[src/rtl/led_scan_pkg.sv]
package led_scan_pkg;

  typedef enum logic [1:0] {
    FMT_ALT = 2'd0,
    FMT_HEX = 2'd1,
    FMT_RAW = 2'd2
  } glyph_fmt_e;

  localparam int SEG_LINES = 8;

  typedef logic [SEG_LINES-1:0] seg_pat_t;

endpackage

[src/rtl/scan_timer.sv]
module scan_timer #(
  parameter int NUM_DIGITS   = 8,
  parameter int SLOT_CYCLES  = 62500,
  parameter int BLANK_CYCLES = 1250,
  localparam int CNT_W = (SLOT_CYCLES > 1) ? $clog2(SLOT_CYCLES) : 1,
  localparam int IDX_W = (NUM_DIGITS > 1) ? $clog2(NUM_DIGITS) : 1
) (
  input  logic             clk,
  input  logic             rst_n,
  input  logic             halt,
  output logic [IDX_W-1:0] digit_idx,
  output logic             lit
);

  localparam logic [CNT_W-1:0] LAST_POS  = CNT_W'(SLOT_CYCLES - 1);
  localparam logic [CNT_W-1:0] DARK_END  = CNT_W'(BLANK_CYCLES);
  localparam logic [IDX_W-1:0] LAST_DIG  = IDX_W'(NUM_DIGITS - 1);

  logic [CNT_W-1:0] pos_q;

  always_ff @(posedge clk) begin
    if (!rst_n || halt) begin
      pos_q     <= '0;
      digit_idx <= '0;
    end else if (pos_q == LAST_POS) begin
      pos_q     <= '0;
      digit_idx <= (digit_idx == LAST_DIG) ? '0 : digit_idx + 1'b1;
    end else begin
      pos_q <= pos_q + 1'b1;
    end
  end

  assign lit = (pos_q >= DARK_END);

  // digit index never leaves the populated range
  assert_index_range_R2: assert property (@(posedge clk) disable iff (!rst_n)
    digit_idx <= LAST_DIG);

  // the digit only changes at the end of a slot
  assert_index_steady_R2: assert property (@(posedge clk) disable iff (!rst_n)
    (!halt && pos_q != LAST_POS) |=> $stable(digit_idx));

  // after the last digit the scan wraps to digit 0
  assert_index_wrap_R2: assert property (@(posedge clk) disable iff (!rst_n)
    (!halt && pos_q == LAST_POS && digit_idx == LAST_DIG) |=> digit_idx == '0);

  // a halted cycle leaves the scan at digit 0 in its dark interval
  assert_restart_dark_R10: assert property (@(posedge clk) disable iff (!rst_n)
    halt |=> (digit_idx == '0 && !lit));

endmodule

[src/rtl/glyph_decoder.sv]
module glyph_decoder
  import led_scan_pkg::*;
(
  input  logic [7:0] code_byte,
  input  glyph_fmt_e fmt,
  output seg_pat_t   seg_lit
);

  // pattern order {g,f,e,d,c,b,a}
  logic [6:0] hex_pat;
  logic [6:0] alt_pat;

  always_comb begin
    unique case (code_byte[3:0])
      4'h0: hex_pat = 7'h3F;
      4'h1: hex_pat = 7'h06;
      4'h2: hex_pat = 7'h5B;
      4'h3: hex_pat = 7'h4F;
      4'h4: hex_pat = 7'h66;
      4'h5: hex_pat = 7'h6D;
      4'h6: hex_pat = 7'h7D;
      4'h7: hex_pat = 7'h07;
      4'h8: hex_pat = 7'h7F;
      4'h9: hex_pat = 7'h6F;
      4'hA: hex_pat = 7'h77;
      4'hB: hex_pat = 7'h7C;
      4'hC: hex_pat = 7'h39;
      4'hD: hex_pat = 7'h5E;
      4'hE: hex_pat = 7'h79;
      default: hex_pat = 7'h71;
    endcase
  end

  always_comb begin
    if (code_byte[3:0] < 4'd10) begin
      alt_pat = hex_pat;
    end else begin
      unique case (code_byte[3:0])
        4'hA: alt_pat = 7'h40;
        4'hB: alt_pat = 7'h79;
        4'hC: alt_pat = 7'h76;
        4'hD: alt_pat = 7'h38;
        4'hE: alt_pat = 7'h73;
        default: alt_pat = 7'h00;
      endcase
    end
  end

  always_comb begin
    unique case (fmt)
      FMT_HEX: seg_lit = {code_byte[7], hex_pat};
      FMT_ALT: seg_lit = {code_byte[7], alt_pat};
      default: seg_lit = {~code_byte[7],   // dp, inverted sense
                          code_byte[2],    // g
                          code_byte[1],    // f
                          code_byte[3],    // e
                          code_byte[0],    // d
                          code_byte[4],    // c
                          code_byte[5],    // b
                          code_byte[6]};   // a
    endcase
  end

endmodule

[src/rtl/drive_stage.sv]
module drive_stage
  import led_scan_pkg::*;
#(
  parameter int NUM_DIGITS   = 8,
  parameter bit COMMON_ANODE = 1'b0,
  localparam int IDX_W = (NUM_DIGITS > 1) ? $clog2(NUM_DIGITS) : 1
) (
  input  logic                  clk,
  input  logic                  rst_n,
  input  logic                  halt,
  input  logic                  lit,
  input  logic [IDX_W-1:0]      digit_idx,
  input  seg_pat_t              seg_lit,
  output logic [NUM_DIGITS-1:0] dig_out,
  output seg_pat_t              seg_out
);

  logic [NUM_DIGITS-1:0] dig_on_q;
  seg_pat_t              seg_on_q;

  always_ff @(posedge clk) begin
    if (!rst_n || halt || !lit) begin
      dig_on_q <= '0;
      seg_on_q <= '0;
    end else begin
      dig_on_q <= NUM_DIGITS'(1) << digit_idx;
      seg_on_q <= seg_lit;
    end
  end

  generate
    if (COMMON_ANODE) begin : g_anode
      assign dig_out = dig_on_q;
      assign seg_out = ~seg_on_q;
    end else begin : g_cathode
      assign dig_out = ~dig_on_q;
      assign seg_out = seg_on_q;
    end
  endgenerate

  // never more than one digit lit
  assert_single_digit_R4: assert property (@(posedge clk) disable iff (!rst_n)
    $onehot0(dig_on_q));

  // a lit segment always comes with a lit digit
  assert_seg_needs_digit_R3: assert property (@(posedge clk) disable iff (!rst_n)
    (seg_on_q != '0) |-> (dig_on_q != '0));

  // shutdown darkens every line on the next cycle
  assert_shutdown_dark_R9: assert property (@(posedge clk) disable iff (!rst_n)
    halt |=> (dig_on_q == '0 && seg_on_q == '0));

  // dark interval yields dark outputs one cycle later
  assert_blank_dark_R3: assert property (@(posedge clk) disable iff (!rst_n)
    !lit |=> (dig_on_q == '0));

endmodule

[src/rtl/led_scan_driver.sv]
module led_scan_driver
  import led_scan_pkg::*;
#(
  parameter int NUM_DIGITS   = 8,
  parameter int SLOT_CYCLES  = 62500,
  parameter int BLANK_CYCLES = 1250,
  parameter bit COMMON_ANODE = 1'b0,
  localparam int IDX_W = (NUM_DIGITS > 1) ? $clog2(NUM_DIGITS) : 1
) (
  input  logic                  clk,
  input  logic                  rst_n,
  input  logic                  shutdown,
  input  logic                  raw_mode,
  input  logic                  hex_sel,
  output logic [IDX_W-1:0]      mem_addr,
  input  logic [7:0]            mem_data,
  output logic [7:0]            seg_out,
  output logic [NUM_DIGITS-1:0] dig_out
);

  logic [IDX_W-1:0] digit_idx;
  logic             lit;
  glyph_fmt_e       fmt;
  seg_pat_t         seg_lit;

  assign fmt      = raw_mode ? FMT_RAW : (hex_sel ? FMT_HEX : FMT_ALT);
  assign mem_addr = digit_idx;

  scan_timer #(
    .NUM_DIGITS  (NUM_DIGITS),
    .SLOT_CYCLES (SLOT_CYCLES),
    .BLANK_CYCLES(BLANK_CYCLES)
  ) u_timer (
    .clk      (clk),
    .rst_n    (rst_n),
    .halt     (shutdown),
    .digit_idx(digit_idx),
    .lit      (lit)
  );

  glyph_decoder u_decode (
    .code_byte(mem_data),
    .fmt      (fmt),
    .seg_lit  (seg_lit)
  );

  drive_stage #(
    .NUM_DIGITS  (NUM_DIGITS),
    .COMMON_ANODE(COMMON_ANODE)
  ) u_drive (
    .clk      (clk),
    .rst_n    (rst_n),
    .halt     (shutdown),
    .lit      (lit),
    .digit_idx(digit_idx),
    .seg_lit  (seg_lit),
    .dig_out  (dig_out),
    .seg_out  (seg_out)
  );

endmodule

[config.mk]
export PLATFORM = sky130hd
export DESIGN_NAME = led_scan_driver
export DESIGN_NICKNAME = d
export VERILOG_FILES = /design/src/rtl/led_scan_pkg.sv /design/src/rtl/scan_timer.sv /design/src/rtl/glyph_decoder.sv /design/src/rtl/drive_stage.sv /design/src/rtl/led_scan_driver.sv
export SDC_FILE = /design/constraint.sdc
export NUM_CORES = 1
export LEC_CHECK = 0
export BUFFER_PORTS_ARGS = -buffer_cell sky130_fd_sc_hd__buf_2
export CAP_MARGIN = 20
export CORE_UTILIZATION = 60
export CTS_BUF_LIST = sky130_fd_sc_hd__clkbuf_16
export DETAILED_ROUTE_END_ITERATION = 16
export HOLD_SLACK_MARGIN = 0.03
export PLACE_DENSITY = 0.84
export SYNTH_ARGS = -nofsm -noshare
export SYNTH_HDL_FRONTEND = slang
export SYNTH_SLANG_ARGS = --single-unit
[constraint.sdc]
create_clock -name clk -period 3.17 [get_ports clk]
set_input_delay 0.317 -clock clk [delete_from_list [all_inputs] [get_ports clk]]
set_output_delay 0.317 -clock clk [all_outputs]
set_load 0.05 [all_outputs]
### Word-level counts from Yosys, hierarchy flattened

Memories as Yosys holds them, arrays and structs flattened.
Cells that the tools add are included.

| storage, ports and cells | value |
|---|---|
| ROM bits | 112 |
| output and inout port bits | 19 |
| logic and storage cells | 32 |
| bits in registers | 35 |
| latch bits | 0 |
| memories | 1 |
| bits in writable memories | 0 |

| operators by class | value |
|---|---|
| eq/ne operators | 8 |
| add/subtract/negate cells | 2 |
| multiplexer cells | 6 |
| $mul | 0 |
| bitwise gates (word level) | 2 |
| magnitude comparators | 2 |
| shift operators | 1 |
| reduce and logical (&&, ||, !) cells | 6 |
| divide/modulo/power cells | 0 |

Memories:

| name | words | bits a word | read ports | clocked after memory_dff | wr ports | RTL line | RTL |
|---|---|---|---|---|---|---|---|
| (no name shown) | 16 | 7 | 1 | 0 | 0 | glyph_decoder.sv:14 | `unique case (code_byte[3:0])` |

Operator list:

| cell | number |
|---|---|
| 7-bit case mux with 5 select lines | 1 |
| 4-bit equality test (second input constant) | 5 |
| 16-bit by 1-bit adder with 16-bit output (second input constant) | 1 |
| 16-bit equality test (second input constant) | 1 |
| 16-bit by 11-bit >= comparator with 1-bit output (second input constant) | 1 |
| 8-bit case mux with 2 select lines | 1 |
| 8-bit NOT | 1 |
| 1-bit by 3-bit left shift with 8-bit output (first input constant) | 1 |
| 7-bit 2-to-1 mux | 1 |
| 4-bit < comparator (second input constant) | 1 |
| 3-bit by 1-bit adder with 3-bit output (second input constant) | 1 |
| 3-bit equality test (second input constant) | 1 |
| 3-bit 2-to-1 mux | 1 |
| 2-bit by 1-bit equality test with 1-bit output (second input constant) | 1 |
| 1-bit zero test | 2 |
| 2-bit zero test | 1 |
| 1-bit logical OR | 2 |
| 2-bit 2-to-1 mux | 1 |
| 2-bit OR reduction | 1 |
| 1-bit 2-to-1 mux | 1 |
| 1-bit NOT | 1 |

### Depth between registers and ports, before layout

Gate-level depths: netlist (run 1).

| depth | value |
|---|---|
| word-level depth | 4 |
| depth in mapped cells | 7 |

### Hierarchy

Synthesis (run 1) repeated with hierarchy kept, for this count alone.

| unflattened totals | value |
|---|---|
| cell total of the unflattened synthesis | 222 |
| area, all modules | 1,890.6 um^2 |

Modules (own cells, without submodules):

| module | area an instance (um^2) | seq. area each (um^2) | cells an instance | times used |
|---|---|---|---|---|
| scan_timer | 913.4 | 380.4 | 105 | 1 |
| drive_stage | 490.5 | 320.3 | 47 | 1 |
| glyph_decoder | 473.0 | 0.0 | 69 | 1 |
| led_scan_driver | 13.8 | 0.0 | 1 | 1 |

### Worst setup path after synthesis (run 1)

OpenSTA, ideal clock, no wires.

| path | value |
|---|---|
| path kind | register to register |
| start | register u_timer.pos_q[8] |
| end | register u_timer.pos_q[8] |
| library setup time | 0.115 ns |
| setup slack | 1.335 ns |
| path buffers | 2 |
| stages on the path, launching flop included | 7 |
| arrival | 1.720 ns |
| path through | dfxtp_1 -> buf_6 -> or4_4 -> or3_4 -> o21ai_4 -> buf_6 -> nor2_1 |

| on the way | value |
|---|---|
| cells in the longest elaborated chain, start to end | 2 |

RTL lines:

| item | RTL line | RTL |
|---|---|---|
| start: declaration | scan_timer.sv:19 | `logic [CNT_W-1:0] pos_q;` |
| start signal: assignment | scan_timer.sv:29 | `pos_q <= pos_q + 1'b1;` |
| parallel branches: the longest is 2 deep, another holds 16-bit by 1-bit adder with 16-bit output | -- |  |

Several ways; the timed one is not identified.
A chain may end at the register's enable or synchronous reset.

### Worst setup path in the final report (run 1)

| path | value |
|---|---|
| start | input mem_data[1] |
| end | register u_drive.seg_on_q[5] (netlist: u_drive.seg_out[5]) |

| on the way | value |
|---|---|
| cells in the longest elaborated chain, start to end | 4 |

RTL lines:

| item | RTL line | RTL |
|---|---|---|
| start: declaration | led_scan_driver.sv:16 | `input logic [7:0] mem_data,` |
| parallel branches: the longest is 3 deep, another holds memory 16 x 7 bit | -- |  |
| 8-bit case mux with 2 select lines * | glyph_decoder.sv:50 | `unique case (fmt)` |
| end signal: assignment | drive_stage.sv:27 | `seg_on_q <= seg_lit;` |
| end: declaration | drive_stage.sv:19 | `seg_pat_t seg_on_q;` |

Mark *: on every way between the ends.

==> flow_summary_export.csv, run 1 <==
group,metric,value,unit
clock_network,cts_tree,"yes",
worst_setup_path,cp-startpoint,"mem_data[1]",
floorplanning,fp.dieW,59.4,microns
power_and_ir_drop,p_leak,0.866,nW
power_and_ir_drop,power_frac_clock,46.7,%
routing,wl_per_cell,12.9,microns
cells_and_area,drive_gt1_share,17.5,%
place,port-buffer-count,31,
timing,max_freq,490,MHz
routing,drcViolationCount,0,
hold_path,min_to,"u_drive.seg_out[7]$_SDFF_PP0_",
timing,finalHoldViolations,0,
clock_network,clkSinkCount,35,
routing,drt_iter0_markers,115,
floorplanning,start_util,64.2,%
yosys,ys_warn_count,0,
worst_setup_path,critPathLaunchType,"input port",
power_and_ir_drop,p_per_area,430,mW/mm^2
floorplanning,ios,32,
power_and_ir_drop,switching_share,22.4,%
yosys,synthFlopType,"dfxtp_1",
cells_and_area,nNetsFinal,288,
worst_setup_path,regToRegStartpoint,"u_timer.pos_q[9]$_SDFF_PP0_",
global_routing,grt_pass1_vias,1430,
global_routing,antenna_found_initial,0,
timing,rsz0062_at_grt,"no",
floorplanning,die_h,59.4,microns
routing,vias_per_cell,5.65,
clock_network,clk_latency,280,ps
power_and_ir_drop,comb_power_share,7.9,%
routing,routed_wl,3970,microns
yosys,syn_area,0.00198,sq mm
power_and_ir_drop,p_seq_share,45.4,%
cells_and_area,diodes,0,
power_and_ir_drop,p_switching,0.000218,W
cells_and_area,final_cell_mix,"35 x nor2_1, 35 x dfxtp_1, 31 x buf_2, 19 x inv_1, 15 x nand2_1",
clock_network,hold_buffers,0,
worst_setup_path,required,3330,ps
yosys,synth.net_count,262,
routing,vias,1735,
worst_setup_path,r2r_cells,4,
global_routing,grt.overflow.total,0,
clock_network,clk_pin_slew,50,ps
yosys,ys_types,44,
yosys,syn_inst,236,
clock_network,postCtsSetupBuffers,0,
worst_setup_path,cp.arrival,2200,ps
yosys,synthArstFlopShare,0,%
cells_and_area,instances_no_fill,307,
worst_setup_path,timing.rr.end,"u_timer.pos_q[11]$_SDFF_PP0_",
clock_network,cts-htree-levels,2,
clock_network,cts_buffers,5,
floorplanning,coreArea,0.00308,sq mm
clock_network,clockBufferDepth,2,
timing,timing.final.ws_setup,1130,ps
hold_path,min_from,"mem_data[7]",
timing,drv_slew,0,
cells_and_area,postLayoutCoreUtil,73.7,%
yosys,synth_edf_count,0,
timing,min_period,2040,ps
worst_setup_path,endpoint_kind,"flop",
yosys,syn_area_per_cell,8.37,sq um
hold_path,min_path_cells,3,
timing,max-slew-margin-rel,47.2,%
global_routing,grt_pass1_wl,6530,microns
timing,period_share,64.3,%
place,dpl.cell_count,299,
yosys,ys_seq_elements,35,
timing,fin_skew,4.81,ps
global_routing,track_usage,25.1,%
global_routing,grt_start_max_net_pins,22,
routing,dr.pass1.iters,4,
worst_setup_path,reg2reg_slack,1200,ps
timing,fin_setup_tns,0,ps
yosys,yosysSeqAreaShare,35.5,%
routing,ant_nets,0,
run,max-cap-violations,0,
floorplanning,row_count,20,
clock_network,cts_resized,0,
place,gp_congestion,0.931,
run_status,status,"completed",
hold_path,hold_path_class,"in2reg",
timing,tightest_slew,773,ps
power_and_ir_drop,irDropWorstVdd,332,uV
floorplanning,die_area,0.00353,sq mm
timing,setup_viol,0,
place,dp_slack,1100,ps
cells_and_area,n_fill_cell,225,
cells_and_area,area_growth,14.9,%
worst_setup_path,path_class,"in2reg",
power_and_ir_drop,p_int,0.000759,W
clock_network,cts_root_buf,"clkbuf_16",
worst_setup_path,path_max_fanout,9,
power_and_ir_drop,total_power,0.000977,W
place,dp.final_hpwl,2740,microns
[worst max-delay path by stage]
stage,slack (ps),to
6_report,1130,u_drive.seg_out[5]$_SDFF_PP0_
5_1_grt,1030,u_drive.seg_out[5]$_SDFF_PP0_
4_1_cts,1180,u_timer.pos_q[11]$_SDFF_PP0_
3_5_place_dp,1100,u_drive.seg_out[5]$_SDFF_PP0_
3_3_place_gp,1170,u_drive.seg_out[5]$_SDFF_PP0_
2_1_floorplan,1340,u_timer.pos_q[8]$_SDFF_PP0_
[cell families (layout without fill, tap and decap cells)]
group	after synthesis	in the layout	synth area share, %
buf+inv	31	58	6.71
compound gates	36	36	13.2
flops	35	35	35.5
mux	6	6	3.80
fa+ha+maj	13	13	8.23
simple gates	100	100	25.9
xor+xnor	15	15	6.65
[metal layers]
layer  global-route usage [%]  share of wire (%)
met1                     31.2                 45
met2                     40.9                 47
met3                     8.08                6.8
met4                     8.16                1.2
met5                        0                  0
[worst max-delay path: stages]
cell       delay (ps)
buf_2             160
inv_1             130
ha_1              290
mux2_2            310
a2111oi_0         710
or4_1             220
a21oi_1            70
[state kept, by name, indices dropped and copies added, names as in the netlist]
| name | cells |
|---|---|
| u_drive.dig_on_q | 8 |
| u_drive.seg_out | 8 |
| u_timer.digit_idx | 3 |
| u_timer.pos_q | 16 |
[cells in the mapped netlist, types with 5 or more instances]
library cell / n / share of area (%)
a21oi_1: 9 / 2.3
clkbuf_1: 9 / 1.7
nor3_1: 6 / 1.5
xnor2_1: 10 / 4.4
nor4_1: 5 / 1.6
inv_1: 18 / 3.4
nand2_1: 15 / 2.8
nor3b_1: 5 / 1.9
o21ai_0: 5 / 1.3
dfxtp_1: 35 / 35
xor2_1: 5 / 2.2
nor2_1: 35 / 6.6
nand3_1: 7 / 1.8
nand4_1: 9 / 2.8
ha_1: 13 / 8.2
[power groups by stage]
stage | combinational, W | sequential (W) | clock, W
after floorplan | 0.0000555 | 0.000452 | 0
after global placement | 0.0000737 | 0.000453 | 0
after detailed placement | 0.0000748 | 0.000453 | 0
after CTS | 0.0000759 | 0.000444 | 0.000466
after global routing | 0.0000851 | 0.000443 | 0.000488
final | 0.0000771 | 0.000444 | 0.000456
[area by class of cell]
type / instances / area, sq um / area share (%)
clock buffers: 5 / 125 / 5.51
clock inverters: 3 / 16.3 / 0.717
inverters: 18 / 67.6 / 2.98
multi-input cells: 170 / 1140 / 50.3
flip-flops and latches: 35 / 701 / 30.9
well taps: 44 / 55.1 / 2.43
repair buffers: 32 / 163 / 7.17
[through the flow]
stage                     cell area, sq um  hold WS (ps)
after floorplan                       1980           454
after global placement                2130           483
after detailed placement              2130           498
after CTS                             2270           300
after global routing                  2270           305
final                                 2270           298
(Power assumes the default switching activity.)
==> run 2: changes to the inputs <==
--- a/config.mk
+++ b/config.mk
@@ -7,11 +7,11 @@
 export LEC_CHECK = 0
 export BUFFER_PORTS_ARGS = -buffer_cell sky130_fd_sc_hd__buf_2
 export CAP_MARGIN = 20
-export CORE_UTILIZATION = 60
+export CORE_UTILIZATION = 56
 export CTS_BUF_LIST = sky130_fd_sc_hd__clkbuf_16
 export DETAILED_ROUTE_END_ITERATION = 16
 export HOLD_SLACK_MARGIN = 0.03
-export PLACE_DENSITY = 0.84
+export PLACE_DENSITY = 0.79
 export SYNTH_ARGS = -nofsm -noshare
 export SYNTH_HDL_FRONTEND = slang
 export SYNTH_SLANG_ARGS = --single-unit
==> constraint.sdc (replaced) <==
create_clock -name clk -period 1.9 [get_ports clk]
set_input_delay 0.19 -clock clk [delete_from_list [all_inputs] [get_ports clk]]
set_output_delay 0.19 -clock clk [all_outputs]
set_load 0.05 [all_outputs]
==> run 2 against run 1 <==
Net effect:
- sequential cell count unchanged
- die area up 6.9%
- sequential power up 67%
- wire length up 3.5%
- power up 69%
- non-clock buffer count up 13
- final area up 5.0%
- sequential share of layout area down 1.5 points
- utilization down 2.9 points
- highest routed layer unchanged
- critical path type is now reg2reg
- global-route usage down 0.82 points
==> flow_summary_export.csv, run 2 (synthesis results as in run 1) <==
group,metric,value,unit
routing,drcViolationCount,0,
worst_setup_path,r2r_cells,5,
cells_and_area,drive_gt1_share,21.4,%
timing,max_freq,567,MHz
run,max-cap-violations,0,
cells_and_area,n_fill_cell,268,
worst_setup_path,reg2reg_slack,140,ps
timing,fin_skew,3.87,ps
worst_setup_path,path_max_fanout,16,
place,gp_congestion,0.930,
clock_network,clockBufferDepth,2,
global_routing,grt_start_max_net_pins,22,
floorplanning,die_area,0.00377,sq mm
worst_setup_path,regToRegStartpoint,"u_timer.pos_q[9]$_SDFF_PP0_",
floorplanning,die_h,61.4,microns
clock_network,clk_pin_slew,50,ps
timing,max-slew-margin-rel,55.1,%
cells_and_area,register_area,701,sq um
routing,wl_per_cell,12.8,microns
timing,setup_viol,0,
timing,finalHoldViolations,0,
routing,dr.pass1.iters,5,
timing,drv_slew,0,
power_and_ir_drop,irDropWorstVdd,580,uV
worst_setup_path,endpoint_kind,"flop",
floorplanning,fp.dieW,61.4,microns
timing,tightest_slew,657,ps
hold_path,min_to,"u_drive.seg_out[7]$_SDFF_PP0_",
place,place_area,0.00224,sq mm
routing,routed_wl,4110,microns
hold_path,hold_path_class,"in2reg",
global_routing,antenna_found_initial,0,
worst_setup_path,path_class,"reg2reg",
cells_and_area,multi_input_area,0.00114,sq mm
floorplanning,row_count,21,
worst_setup_path,timing.rr.end,"u_timer.pos_q[14]$_SDFF_PP0_",
hold_path,min_from,"mem_data[7]",
clock_network,clk_latency,280,ps
place,port-buffer-count,31,
clock_network,hold_buffers,0,
cells_and_area,nNetsFinal,301,
routing,ant_nets,0,
routing,drt_iter0_markers,137,
hold_path,min_path_cells,3,
timing,fin_setup_tns,0,ps
cells_and_area,regMostFlops,"u_timer.pos_q",
clock_network,cts_resized,0,
power_and_ir_drop,p_per_area,693,mW/mm^2
clock_network,postCtsSetupBuffers,0,
run_status,status,"completed",
floorplanning,start_util,58.7,%
worst_setup_path,cp.arrival,1930,ps
cells_and_area,largest_reg_flops,16,
timing,min_period,1760,ps
global_routing,grt.overflow.total,0,
global_routing,track_usage,24.3,%
clock_network,clkSinkCount,35,
global_routing,grt_pass1_wl,6650,microns
floorplanning,coreArea,0.00336,sq mm
place,dp.final_hpwl,2910,microns
routing,vias_per_cell,5.51,
cells_and_area,area_growth,20.6,%
cells_and_area,diodes,0,
cells_and_area,postLayoutCoreUtil,70.8,%
power_and_ir_drop,p_leak,0.939,nW
cells_and_area,final_area,0.00238,sq mm
worst_setup_path,critPathLaunchType,"flop",
timing,period_share,92.7,%
clock_network,cts_root_buf,"clkbuf_16",
clock_network,cts_tree,"yes",
floorplanning,ios,32,
clock_network,cts-htree-levels,2,
clock_network,cts_buffers,5,
worst_setup_path,required,2070,ps
routing,vias,1773,
timing,rsz0062_at_grt,"no",
cells_and_area,final_cell_mix,"35 x nor2_1, 35 x dfxtp_1, 31 x buf_2, 19 x inv_1, 15 x nand2_1",
global_routing,grt_pass1_vias,1556,
==> run 2: changes by cell type in the layout (fill, tap and decap cells not counted), sizes merged <==
cell,before,now
buf,32,45
==> run 2: worst max-delay path by stage <==
stage,slack [ps],start,end,depth (start not counted)
finish,140,u_timer.pos_q[9]$_SDFF_PP0_,u_timer.pos_q[14]$_SDFF_PP0_,5
global route,80,u_timer.pos_q[9]$_SDFF_PP0_,u_timer.pos_q[14]$_SDFF_PP0_,5
CTS,130,u_timer.pos_q[9]$_SDFF_PP0_,u_timer.pos_q[14]$_SDFF_PP0_,5
detailed placement,80,mem_data[0],u_drive.seg_out[5]$_SDFF_PP0_,7
global placement,100,mem_data[0],u_drive.seg_out[3]$_SDFF_PP0_,7
floorplan,70,u_timer.pos_q[8]$_SDFF_PP0_,u_timer.pos_q[8]$_SDFF_PP0_,6
==> run 2: power breakdown <==
part	internal [W]	switching, W	leakage [nW]	total (W)
clock network	0.000477	0.000292	0.0710	0.000769
logic	0.0000633	0.0000787	0.586	0.000142
registers	0.000737	0.00000332	0.282	0.000740
total	0.00128	0.000374	0.939	0.00165
==> run 2: worst max-delay path: stages, from the launching register on <==
cell and delay, ps:
dfxtp_1 310, or4_4 530, or3_4 420, o21ai_4 180, buf_12 150, nor2_1 60
==> run 2: stage by stage <==
stage / hold WS [ps] / setup slack [ps] / cells / power [W]
4_1_cts: 155 / 128 / 322 / 0.00166
3_5_place_dp: 441 / 75.7 / 314 / 0.000895
5_1_grt: 162 / 82.2 / 322 / 0.00171
6_report: 162 / 138 / 322 / 0.00165
3_3_place_gp: 434 / 101 / 314 / 0.000893
2_1_floorplan: 327 / 65.2 / 236 / 0.000847
==> run 2: per-layer routing <==
metal | up-vias | track usage [%] | part of all wire (%)
li1 | 895 | - | -
met2 | 59 | 40.1 | 48
met1 | 811 | 29.4 | 45
met5 | - | 0 | 0
met3 | 8 | 5.25 | 5.5
met4 | 0 | 13.7 | 1.8
==> run 2: layout make-up <==
cell class              count  area share, %
flip-flops and latches     35           29.4
inverters                  18           2.84
clock inverters             3          0.683
multi-input cells         170           48.0
well taps                  46           2.42
clock buffers               5           5.25
repair buffers             45           11.4
==> run 3: changes to the inputs <==
--- a/config.mk
+++ b/config.mk
@@ -11,7 +11,7 @@
 export CTS_BUF_LIST = sky130_fd_sc_hd__clkbuf_16
 export DETAILED_ROUTE_END_ITERATION = 16
 export HOLD_SLACK_MARGIN = 0.03
-export PLACE_DENSITY = 0.79
+export PLACE_DENSITY_LB_ADDON = 0.25
 export SYNTH_ARGS = -nofsm -noshare
 export SYNTH_HDL_FRONTEND = slang
 export SYNTH_SLANG_ARGS = --single-unit
==> run 3 against run 2 <==
Net effect:
- via count grew 0.39%
- sequential power about the same
- utilization increased by 0.37 points
- final area is 0.53% higher
- register-to-register slack got worse by 20 ps
- die area is the same
- combinational power about the same
- final cell count decreased by 0.62%
- global-route usage is 0.47 points lower
- critical path type unchanged
==> flow_summary_export.csv, run 3 (synthesis results as in run 1) <==
group,metric,value,unit
clock_network,hold_buffers,0,
cells_and_area,n_fill_cell,271,
worst_setup_path,path_max_fanout,4,
clock_network,cts_resized,0,
clock_network,clkSinkCount,35,
timing,finalHoldViolations,0,
worst_setup_path,path_buf_inv,0,
worst_setup_path,cp_top_family,"simple AND/OR/NAND/NOR gates",
routing,dr.pass1.iters,4,
worst_setup_path,required,2120,ps
power_and_ir_drop,p_leak,0.941,nW
timing,setup_viol,0,
clock_network,cts_buffers,5,
worst_setup_path,r2r_cells,4,
timing,max_freq,560,MHz
place,gp_congestion,0.897,
global_routing,grt_start_max_net_pins,22,
place,dpl.cell_count,312,
place,port-buffer-count,31,
timing,fin_skew,6.45,ps
floorplanning,fp.dieW,61.4,microns
timing,tightest_slew,531,ps
routing,vias,1780,
clock_network,cts-htree-levels,2,
cells_and_area,final_area,0.00239,sq mm
routing,drcViolationCount,0,
worst_setup_path,timing.critical_path.slowest_stage_cell,"or4_4",
routing,routed_wl,4120,microns
floorplanning,coreArea,0.00336,sq mm
place,place_area,0.00223,sq mm
global_routing,antenna_found_initial,0,
floorplanning,start_util,58.7,%
worst_setup_path,cp.depth,4,
place,dp.final_hpwl,2720,microns
power_and_ir_drop,p_per_area,751,mW/mm^2
cells_and_area,nNetsFinal,299,
worst_setup_path,critPathLaunchType,"flop",
cells_and_area,final_cell_mix,"35 x nor2_1, 35 x dfxtp_1, 31 x buf_2, 18 x inv_1, 15 x nand2_1",
floorplanning,ios,32,
run,max-cap-violations,0,
timing,fin_setup_tns,0,ps
worst_setup_path,path_class,"reg2reg",
timing,drv_slew,0,
floorplanning,die_area,0.00377,sq mm
global_routing,track_usage,23.8,%
hold_path,hold_path_class,"in2reg",
routing,drt_iter0_markers,161,
power_and_ir_drop,irDropWorstVdd,565,uV
worst_setup_path,endpoint_kind,"flop",
timing,min_period,1790,ps
cells_and_area,regMostFlops,"u_timer.pos_q",
hold_path,min_path_cells,3,
global_routing,grt_pass1_wl,6700,microns
timing,rsz0062_at_grt,"no",
cells_and_area,instances_no_fill,320,
clock_network,cts_root_buf,"clkbuf_16",
global_routing,grt_pass1_vias,1493,
cells_and_area,diodes,0,
floorplanning,die_h,61.4,microns
clock_network,postCtsSetupBuffers,0,
run_status,status,"completed",
routing,vias_per_cell,5.56,
clock_network,clk_pin_slew,60,ps
floorplanning,row_count,21,
worst_setup_path,crit_chain,"or4_4, or3_4, nor4_1, o21a_1",
global_routing,grt.overflow.total,0,
clock_network,cts_tree,"yes",
cells_and_area,drive_gt1_share,21.2,%
worst_setup_path,critical_path.max_stage_delay,540,ps
routing,ant_nets,0,
worst_setup_path,cp.arrival,2010,ps
clock_network,clk_latency,280,ps
timing,max-slew-margin-rel,63.7,%
cells_and_area,area_growth,21.2,%
routing,wl_per_cell,12.9,microns
clock_network,clockBufferDepth,2,
timing,period_share,94.0,%
cells_and_area,largest_reg_flops,16,
-- run 3: path summary, 6_finish.rpt --
kind	from	to	slack (ps)
worst min register to register	u_timer.pos_q[0]$_SDFF_PP0_	u_timer.pos_q[0]$_SDFF_PP0_	500
worst max register to register	u_timer.pos_q[9]$_SDFF_PP0_	u_timer.digit_idx[0]$_SDFFE_PP0P_	110
worst min-delay path	mem_data[7]	u_drive.seg_out[7]$_SDFF_PP0_	150
worst max-delay path	u_timer.pos_q[9]$_SDFF_PP0_	u_timer.digit_idx[0]$_SDFFE_PP0P_	110
-- run 3: area by class of cell --
class                   count  area (sq um)  area share, %
clock buffers               5           125           5.22
clock inverters             3          43.8           1.83
inverters                  18          67.6           2.82
multi-input cells         170          1140           47.7
flip-flops and latches     35           701           29.3
well taps                  46          57.6           2.40
repair buffers             43           258           10.8
-- run 3: stage by stage --
step                      total power [W]  hold WS [ps]  setup WS (ps)  util [%]
final                             0.00180           154            113      71.2
after global routing              0.00187           154           37.7      71.2
after CTS                         0.00181           158            103      71.2
after detailed placement         0.000892           442           99.0      66.2
after global placement           0.000892           435            138      66.2
after floorplan                  0.000847           327           65.2         -
-- run 3: worst min-delay path: stages --
cell and delay, ps:
buf_2 80, xnor2_1 50, nor2_1 70
-- run 3: routing by layer --
metal | routed length (microns) | global-route usage [%] | vias to the layer above | part of all wire (%)
li1 | - | - | 895 | -
met1 | 1820 | 29.6 | 814 | 44
met2 | 2000 | 41.0 | 65 | 49
met3 | 264 | 6.09 | 6 | 6.4
met4 | 34 | 6.35 | 0 | 0.83
met5 | 0 | 0 | - | 0
-- run 3: report_power, final --
| part | switching, W | total (W) | internal, W |
|---|---|---|---|
| registers | 0.00000331 | 0.000740 | 0.000736 |
| logic | 0.0000798 | 0.000142 | 0.0000619 |
| clock network | 0.000300 | 0.000917 | 0.000618 |
